File: config.mk
export PLATFORM = sky130hd
export DESIGN_NAME = osc_tap_divider
export DESIGN_NICKNAME = d
export VERILOG_FILES = /design/src/rtl/osc_div_pkg.sv /design/src/rtl/osc_div_counter.sv /design/src/rtl/osc_div_tap_pick.sv /design/src/rtl/osc_tap_divider.sv
export SDC_FILE = /design/constraint.sdc
export NUM_CORES = 1
export LEC_CHECK = 0
export BUFFER_PORTS_ARGS = -buffer_cell sky130_fd_sc_hd__buf_4
export CAP_MARGIN = 20
export CORE_MARGIN = 2
export CORE_UTILIZATION = 55
export DETAILED_ROUTE_END_ITERATION = 8
export PLACE_DENSITY = 0.75
export SYNTH_ARGS = -nofsm -noshare
export SYNTH_HDL_FRONTEND = slang
export SYNTH_SLANG_ARGS = --single-unit
File: constraint.sdc
create_clock -name clk_i -period 2.8 [get_ports clk_i]
set_input_delay 0.14 -clock clk_i [delete_from_list [all_inputs] [get_ports clk_i]]
set_output_delay 0.14 -clock clk_i [all_outputs]
set_load 0.01 [all_outputs]
File: src/rtl/osc_div_pkg.sv
package osc_div_pkg;
  localparam int unsigned N_TAPS = 4;
  localparam int unsigned N_OUTS = 2;

  typedef enum logic [1:0] {
    TAP_SEL_0 = 2'b00,
    TAP_SEL_1 = 2'b01,
    TAP_SEL_2 = 2'b10,
    TAP_SEL_3 = 2'b11
  } tap_sel_e;
endpackage

File: src/rtl/osc_div_counter.sv
module osc_div_counter #(
  parameter int unsigned W = 19
) (
  input  logic         clk_i,
  input  logic         rst_i,
  input  logic         en_i,
  output logic [W-1:0] cnt_o
);
  always_ff @(posedge clk_i) begin
    if (rst_i || !en_i) cnt_o <= '0;
    else                cnt_o <= cnt_o + W'(1);
  end
endmodule

File: src/rtl/osc_div_tap_pick.sv
module osc_div_tap_pick
  import osc_div_pkg::*;
(
  input  logic              clk_i,
  input  logic              rst_i,
  input  logic              en_i,
  input  logic [N_TAPS-1:0] taps_i,
  input  logic [1:0]        sel_i,
  output tap_sel_e          sel_q_o,
  output logic              div_o
);
  always_ff @(posedge clk_i) begin
    if (rst_i) sel_q_o <= tap_sel_e'(sel_i);
  end

  always_ff @(posedge clk_i) begin
    if (rst_i || !en_i) div_o <= 1'b0;
    else                div_o <= taps_i[sel_q_o];
  end
endmodule

File: src/rtl/osc_tap_divider.sv
module osc_tap_divider
  import osc_div_pkg::*;
#(
  parameter int unsigned TAP_K0 = 4,
  parameter int unsigned TAP_K1 = 9,
  parameter int unsigned TAP_K2 = 14,
  parameter int unsigned TAP_K3 = 19
) (
  input  logic       clk_i,
  input  logic       rst_i,
  input  logic       en_i,
  input  logic [1:0] sel_a_i,
  input  logic [1:0] sel_b_i,
  output logic       clk_o,
  output logic       div_a_o,
  output logic       div_b_o
);
  localparam int unsigned CNT_W = TAP_K3;
  localparam int unsigned TAP_K [N_TAPS] = '{TAP_K0, TAP_K1, TAP_K2, TAP_K3};

  logic [CNT_W-1:0]  cnt;
  logic [N_TAPS-1:0] taps;
  logic [1:0]        sel_raw [N_OUTS];
  tap_sel_e          sel_q   [N_OUTS];
  logic              div     [N_OUTS];

  assign clk_o = clk_i;

  osc_div_counter #(.W(CNT_W)) u_cnt (
    .clk_i (clk_i),
    .rst_i (rst_i),
    .en_i  (en_i),
    .cnt_o (cnt)
  );

  for (genvar t = 0; t < N_TAPS; t++) begin : g_tap
    assign taps[t] = cnt[TAP_K[t]-1];
  end

  assign sel_raw[0] = sel_a_i;
  assign sel_raw[1] = sel_b_i;

  for (genvar o = 0; o < N_OUTS; o++) begin : g_out
    osc_div_tap_pick u_pick (
      .clk_i   (clk_i),
      .rst_i   (rst_i),
      .en_i    (en_i),
      .taps_i  (taps),
      .sel_i   (sel_raw[o]),
      .sel_q_o (sel_q[o]),
      .div_o   (div[o])
    );
  end

  assign div_a_o = div[0];
  assign div_b_o = div[1];
endmodule

**After elaboration in Yosys (flattened, before gate mapping)**

Index checks and enable logic that the tools add are counted.

- $add $sub $neg: 1
- Magnitude comparators: 2
- Mux-type cells: 4
- Reduce and logical (&&, ||, !) cells: 2

Operators by type and width:

| cell | number |
|---|---|
| adder 19 x 1 -> 19 bit (second input constant) | 1 |
| < comparator 2 x 3 -> 1 bit (second input constant) | 2 |
| binary-select mux 1 bit (select 2 bit) | 2 |
| 2-to-1 mux 1 bit | 2 |
| logical NOT 1 bit | 1 |
| logical OR 1 bit | 1 |

- Flip-flop bits (word level): 25
- Input bits: 7
- Output and inout port bits: 3
- Logic and storage cells: 14

**Depth between registers and ports, before layout**

Gate-level depths: netlist of run 1.

- Depth after elaboration: 2
- Mapped depth: 5

**By module**

A second synthesis of run 1 with hierarchy kept.

- Cells, all modules: 105
- Area total of the unflattened synthesis: 1,061.0 µm²

Modules (own cells, without submodules):

| module | instances | cells each | area an instance (µm²) | sequential area each (µm²) |
|---|---|---|---|---|
| osc_div_counter | 1 | 94 | 830.8 | 380.4 |
| osc_div_tap_pick | 2 | 5 | 111.4 | 80.1 |
| osc_tap_divider | 1 | 1 | 7.5 | 0.0 |

==> reports/metrics.yaml, run 1 <==
clock_network:
  clkSlewWorstSetupHoldPaths_ns: 0.13
  post_cts_buffers: 0
  clk_latency_ns: 0.43
  cts_tree: "built"
critical_path:
  crit_path_end_kind: "primary output"
  required_ns: 2.66
  start_kind: "clock port"
  worst_ep_arrival_time_ns: 1.76
  crit_type: "clock port to primary output"
  critPathMaxFanout: 2
drt:
  drtIter0Drc: 2
  ant_nets: 0
  routedWlPerCell_um: 13.2
  first_pass_iters: 4
  finalWirelength_um: 2010
  vias_per_cell: 5.43
  drc: 0
  num_vias: 826
yosys:
  synth_cell_types: 29
  synth.top_cells.by_area: "dfxtp_1 39%, edfxtp_1 11%, xnor2_1 8.0%, nor2_1 5.5%, mux4_1 4.8%"
  post-synth-top-area-fraction_pct: 38.6
  synth_cells: 109
  synth_nets: 117
  synth_warnings: 0
  synth_top_cell_by_area: "dfxtp_1"
  syn_area_mm2: 0.00109
  syn-mean-instance-area_um2: 9.99
  synth-seq-cells: 25
  yosysSeqAreaShare_pct: 49.7
timing:
  relSlewSlack_pct: 54.4
  period_share_pct: 67.8
  setup_viol: 0
  rsz0062_at_grt: "false"
  finalHoldViolations: 0
  finClkSkew_ns: 0.00851
  min_period_ns: 1.90
  fmax_mhz: 531
  worst_pin_slew_ns: 0.684
  final_max_slew_viol_count: 0
  fin_setup_tns_ns: 0
outcome:
  outcome: "complete, no violations"
finish:
  diodes: 0
  layout.cells.non_filler: 152
  drive_above_1_share_pct: 16.0
  design_area_mm2: 0.00127
  area_delta_synth_final_pct: 16.3
  nets: 134
global_route:
  use_met1_pct: 24.7
  grtUsageMet3_pct: 5.86
  grt_overflow_total: 0
  antenna_found_initial: 0
  track_usage_pct: 20.5
  grt_use_met2_pct: 32.6
  grt_start_max_net_pins: 19
  grt_pass1_vias: 781
  grt_pass1_wl_um: 3550
  busiest_layer: "met2"
pwr:
  p_total_mw: 0.643
  power_leakage_nw: 0.416
  p_per_area_mw_per_mm2: 508
  vdd_drop_max_mv: 0.368
placement:
  gp_routability_congestion: 0.684
  portBuffers: 9
  dpl.hpwl_um: 1290
  placed_cells: 140
  placed_area_mm2: 0.00117
floorplan:
  dieArea_mm2: 0.00235
  rows: 16
  core_mm2: 0.00192
  num_io_pins: 10
  die_h_um: 48.5
  start_util_pct: 56.6
  die_w_um: 48.5
hold_path:
  worstHoldPathType: "input port to register"
flow_run:
  cap_viol_max_count: 0
[layout by cell type, fill, tap and decap left out, drive strengths merged, types with 5 or more instances in the layout]
cell          n
dfxtp        21
nor2         16
xnor2        10
buf           9
nand3         8
clkbuf        6
a21oi         5
dlygate4sd3   5
[synthesized netlist by cell type]
library cell / count
a21oi_1: 5
and2_1: 4
and3_2: 1
buf_4: 1
clkbuf_1: 3
clkbuf_2: 1
dfxtp_1: 21
edfxtp_1: 4
ha_1: 1
inv_1: 4
mux4_1: 2
nand2_1: 4
nand2b_1: 1
nand3_1: 6
nand3_2: 1
nand3_4: 1
nand4_1: 1
nand4_2: 1
nor2_1: 16
nor2b_1: 1
nor3_1: 3
nor4_1: 3
o21ai_0: 1
o31ai_1: 4
or2_0: 1
or2_1: 2
or4_1: 4
xnor2_1: 10
xor2_1: 2
[final cells by class]
type	count	area [µm²]
inverters	4	15.0
multi-input cells	75	509
fillers	176	656
repair buffers	13	110
clock buffers	7	52.6
clock inverters	1	5.00
well taps	27	33.8
flip-flops and latches	25	541
[worst max-delay path, cell delays in order]
cell      delay (ns)
clkbuf_4        0.11
clkbuf_4        0.12
buf_4           0.13
[per-stage QoR]
step / utilization (%) / worst slack [ns] / hold WS, ns
floorplan: - / 1.12 / 0.232
global placement: 60.7 / 1.04 / 0.232
detailed placement: 60.7 / 0.989 / 0.232
CTS: 65.9 / 0.896 / 0.139
global route: 65.9 / 0.783 / 0.124
finish: 65.9 / 0.903 / 0.147
[logic make-up after synthesis]
| group | after synthesis | synth area share, % |
|---|---|---|
| mux | 2 | 4.83 |
| buf+inv | 9 | 3.56 |
| compound gates | 10 | 5.52 |
| flops | 25 | 49.7 |
| fa+ha+maj | 1 | 1.15 |
| simple gates | 50 | 25.6 |
| xor+xnor | 12 | 9.66 |
[path summary, 6_finish.rpt]
path	start	end	slack, ns	cells past startpoint
worst max register to register	u_cnt.cnt_o[0]	u_cnt.cnt_o[16]	0.92	5
worst min-delay path	en_i	g_out[0].u_pick.div_o	0.15	3
worst max-delay path	clk_i	clk_o	0.90	3
worst min register to register	u_cnt.cnt_o[15]	u_cnt.cnt_o[15]	0.51	2
[report_power, final]
| group | leakage (nW) | switching (mW) | internal (mW) |
|---|---|---|---|
| Clock | 0.0363 | 0.128 | 0.118 |
| Sequential | 0.209 | 0.00341 | 0.371 |
| Combinational | 0.171 | 0.00971 | 0.0130 |
| Total | 0.416 | 0.141 | 0.502 |
[sequential cells by signal, indices dropped and copies added, names as in the netlist]
signal                count
g_out.u_pick.sel_q_o      4
g_out.u_pick.div_o        2
u_cnt.cnt_o              19
[layer usage]
metal,vias up,wire length (µm)
li1,415,-
met1,394,875
met2,12,1040
met3,5,53
met4,0,36
met5,-,0
[timing repair]
| action | 4_1_cts | 5_1_grt |
|---|---|---|
| resized for setup | 0 | 0 |
| hold buffers | 5 | 0 |
| hold endpoints to repair | 8 | 0 |
Note: power is estimated with default switching activity, not from simulation.
==> run 2: changes to the inputs <==
--- a/config.mk
+++ b/config.mk
@@ -5,12 +5,13 @@
 export SDC_FILE = /design/constraint.sdc
 export NUM_CORES = 1
 export LEC_CHECK = 0
+export ABC_AREA = 1
 export BUFFER_PORTS_ARGS = -buffer_cell sky130_fd_sc_hd__buf_4
 export CAP_MARGIN = 20
 export CORE_MARGIN = 2
 export CORE_UTILIZATION = 55
 export DETAILED_ROUTE_END_ITERATION = 8
-export PLACE_DENSITY = 0.75
+export PLACE_DENSITY = 0.74
 export SYNTH_ARGS = -nofsm -noshare
 export SYNTH_HDL_FRONTEND = slang
 export SYNTH_SLANG_ARGS = --single-unit
==> constraint.sdc (replaced) <==
create_clock -name clk_i -period 1.9 [get_ports clk_i]
set_input_delay 0.095 -clock clk_i [delete_from_list [all_inputs] [get_ports clk_i]]
set_output_delay 0.095 -clock clk_i [all_outputs]
set_load 0.01 [all_outputs]
==> run 2 against run 1 <==
  * Final area increased by 7.7%
  * Setup slack worse by 0.41 ns
  * Critical path depth is the same
  * Register-to-register slack worse by 0.33 ns
  * Non-clock buffer count unchanged
  * Sequential share of layout area fell by 3.1 points
  * Die area grew 7.2%
  * Area after synthesis up 7.8%
  * Total power increased by 52%
  * Worst hold slack got worse by 0.10 ns
  * First-iteration DRC count increased to 11 times the previous value
  * Global-route usage is 0.93 points higher
==> reports/metrics.yaml, run 2 <==
outcome:
  outcome: "complete, no violations"
placement:
  dpl_worst_slack_ns: 0.581
  dpl.hpwl_um: 1600
  placed_area_mm2: 0.00126
  gp_routability_congestion: 0.796
  portBuffers: 9
timing:
  finalHoldViolations: 0
  worst_pin_slew_ns: 0.399
  relSlewSlack_pct: 73.4
  rsz0062_at_grt: "false"
  finClkSkew_ns: 0.00869
  fin_setup_tns_ns: 0
  final_max_slew_viol_count: 0
  worst_slack_ns: 0.497
  setup_viol: 0
pwr:
  power_leakage_nw: 0.563
  seqPwrFrac_pct: 56.9
  clockPowerShare_pct: 38.2
  p_comb_share_pct: 4.9
  vdd_drop_max_mv: 0.706
  p_per_area_mw_per_mm2: 717
  switching_power_mw: 0.230
  p_int_mw: 0.748
  switching_share_pct: 23.5
critical_path:
  worst_ep_arrival_time_ns: 1.31
  crit_type: "clock port to primary output"
  required_ns: 1.80
  crit_path_end_kind: "primary output"
  critPathMaxFanout: 2
  start_kind: "clock port"
global_route:
  track_usage_pct: 21.4
  grt_pass1_vias: 992
  grt_start_max_net_pins: 15
  grt_overflow_total: 0
  antenna_found_initial: 0
  grt_pass1_wl_um: 4020
floorplan:
  die_w_um: 50.2
  rows: 16
  num_io_pins: 10
  core_mm2: 0.00198
  die_h_um: 50.2
  dieArea_mm2: 0.00252
  start_util_pct: 59.2
clock_network:
  clkSlewWorstSetupHoldPaths_ns: 0.14
  post_cts_resize_count: 0
  cts_tree: "built"
  hold_buffers: 5
  clk_latency_ns: 0.43
  post_cts_buffers: 0
drt:
  drc: 0
  drtIter0Drc: 21
  num_vias: 1014
  routedWlPerCell_um: 12.1
  first_pass_iters: 4
  vias_per_cell: 5.28
  ant_nets: 0
  finalWirelength_um: 2320
finish:
  largest_reg_flops: 19
  largest-register: "u_cnt.cnt_o"
  reg_top3: "u_cnt.cnt_o (19), g_out.u_pick.sel_q_o (4), g_out.u_pick.div_o (2)"
  diodes: 0
  area_delta_synth_final_pct: 16.2
  drive_above_1_share_pct: 17.0
  final_common_cell: "nor2_1"
  final_cell_mix: "25 x nor2_1, 22 x nand2_1, 21 x dfxtp_1, 15 x a21oi_1, 13 x inv_1"
  design_area_mm2: 0.00136
  utilization_pct: 68.8
  nets: 174
yosys:
  synth_nets: 154
  ys.flop_type: "dfxtp_1"
  synth_edf_count: 4
  yosys-top-cells-count: "25 x nor2_1, 22 x nand2_1, 21 x dfxtp_1"
  synth_warnings: 0
  syn_area_mm2: 0.00117
  synth-seq-cells: 25
  yosysMostFrequentCell: "nor2_1"
  synth_top_cell_by_area: "dfxtp_1"
  syn-mean-instance-area_um2: 8.04
  synth_cell_types: 27
  async_reset_ff_share_pct: 0
  post-synth-top-area-fraction_pct: 35.8
  yosysSeqAreaShare_pct: 46.1
  synth_cells: 146
  synth.top_cells.by_area: "dfxtp_1 36%, edfxtp_1 10%, nor2_1 8.0%, nand2_1 7.0%, a21oi_1 6.4%"
flow_run:
  cap_viol_max_count: 0
hold_path:
  worstHoldPathType: "input port to register"
## run 2: cell count changes after synthesis, moves of 3 or more
cell     delta
and2_1      -4
o31ai_1     -4
o21ai_0     +7
a21oi_1    +10
nor4_1      -3
nand3_1     +4
nor2_1      +9
xnor2_1    -10
nand2_2     +4
or4_1       -4
nand2_1    +18
inv_1       +9
nor2_8      +3
## run 2: area by class of cell
class,count,area (µm²)
Fill cell,174,618
Multi-Input combinational cell,105,569
Sequential cell,25,541
Timing Repair Buffer,13,110
Clock buffer,7,52.6
Inverter,14,52.6
Tap cell,27,33.8
Clock inverter,1,5.00
## run 2: power groups by stage
stage          clock, mW  combinational [mW]  sequential (mW)
2_1_floorplan     0.0434              0.0192            0.567
3_3_place_gp      0.0434              0.0368            0.568
3_5_place_dp      0.0434              0.0381            0.568
4_1_cts            0.378              0.0468            0.557
5_1_grt            0.407              0.0527            0.559
6_report           0.373              0.0479            0.557
## run 2: kinds of logic after synthesis
logic type | after synthesis | synth area share (%)
AOI/OAI and AO/OA | 28 | 12.8
xor gates and xnor gates | 2 | 1.49
adders and majority gates | 1 | 1.07
buffers and inverters | 16 | 5.44
DFF | 25 | 46.1
and+or+nand+nor | 74 | 33.2
## run 2: final timing paths
| kind | from | end | slack, ns | cells past startpoint |
|---|---|---|---|---|
| setup / recovery | clk_i | clk_o | 0.50 | 3 |
| hold / removal | en_i | u_cnt.cnt_o[18] | 0.04 | 5 |
| setup reg to reg | u_cnt.cnt_o[0] | u_cnt.cnt_o[18] | 0.59 | 8 |
| hold reg to reg | u_cnt.cnt_o[0] | u_cnt.cnt_o[0] | 0.49 | 1 |
## run 2: routing by layer
layer / GRT usage (%) / up-vias / wire [µm] / part of all wire [%]
met2: 37.3 / 18 / 1180 / 51
met3: 3.87 / 6 / 54 / 2.3
li1: - / 515 / - / -
met5: 0 / - / 0 / 0
met1: 24.0 / 475 / 1040 / 45
met4: 13.0 / 0 / 47 / 2.0
## run 2: worst max-delay path, stage by stage
cell	delay [ns]
clkbuf_4	0.11
clkbuf_4	0.12
buf_4	0.13
## run 2: stage by stage
step	instances	power, mW	hold slack [ns]
floorplan	146	0.630	0.187
global placement	180	0.648	0.187
detailed placement	180	0.650	0.187
CTS	192	0.981	0.0374
global route	192	1.02	0.0429
finish	192	0.978	0.0436
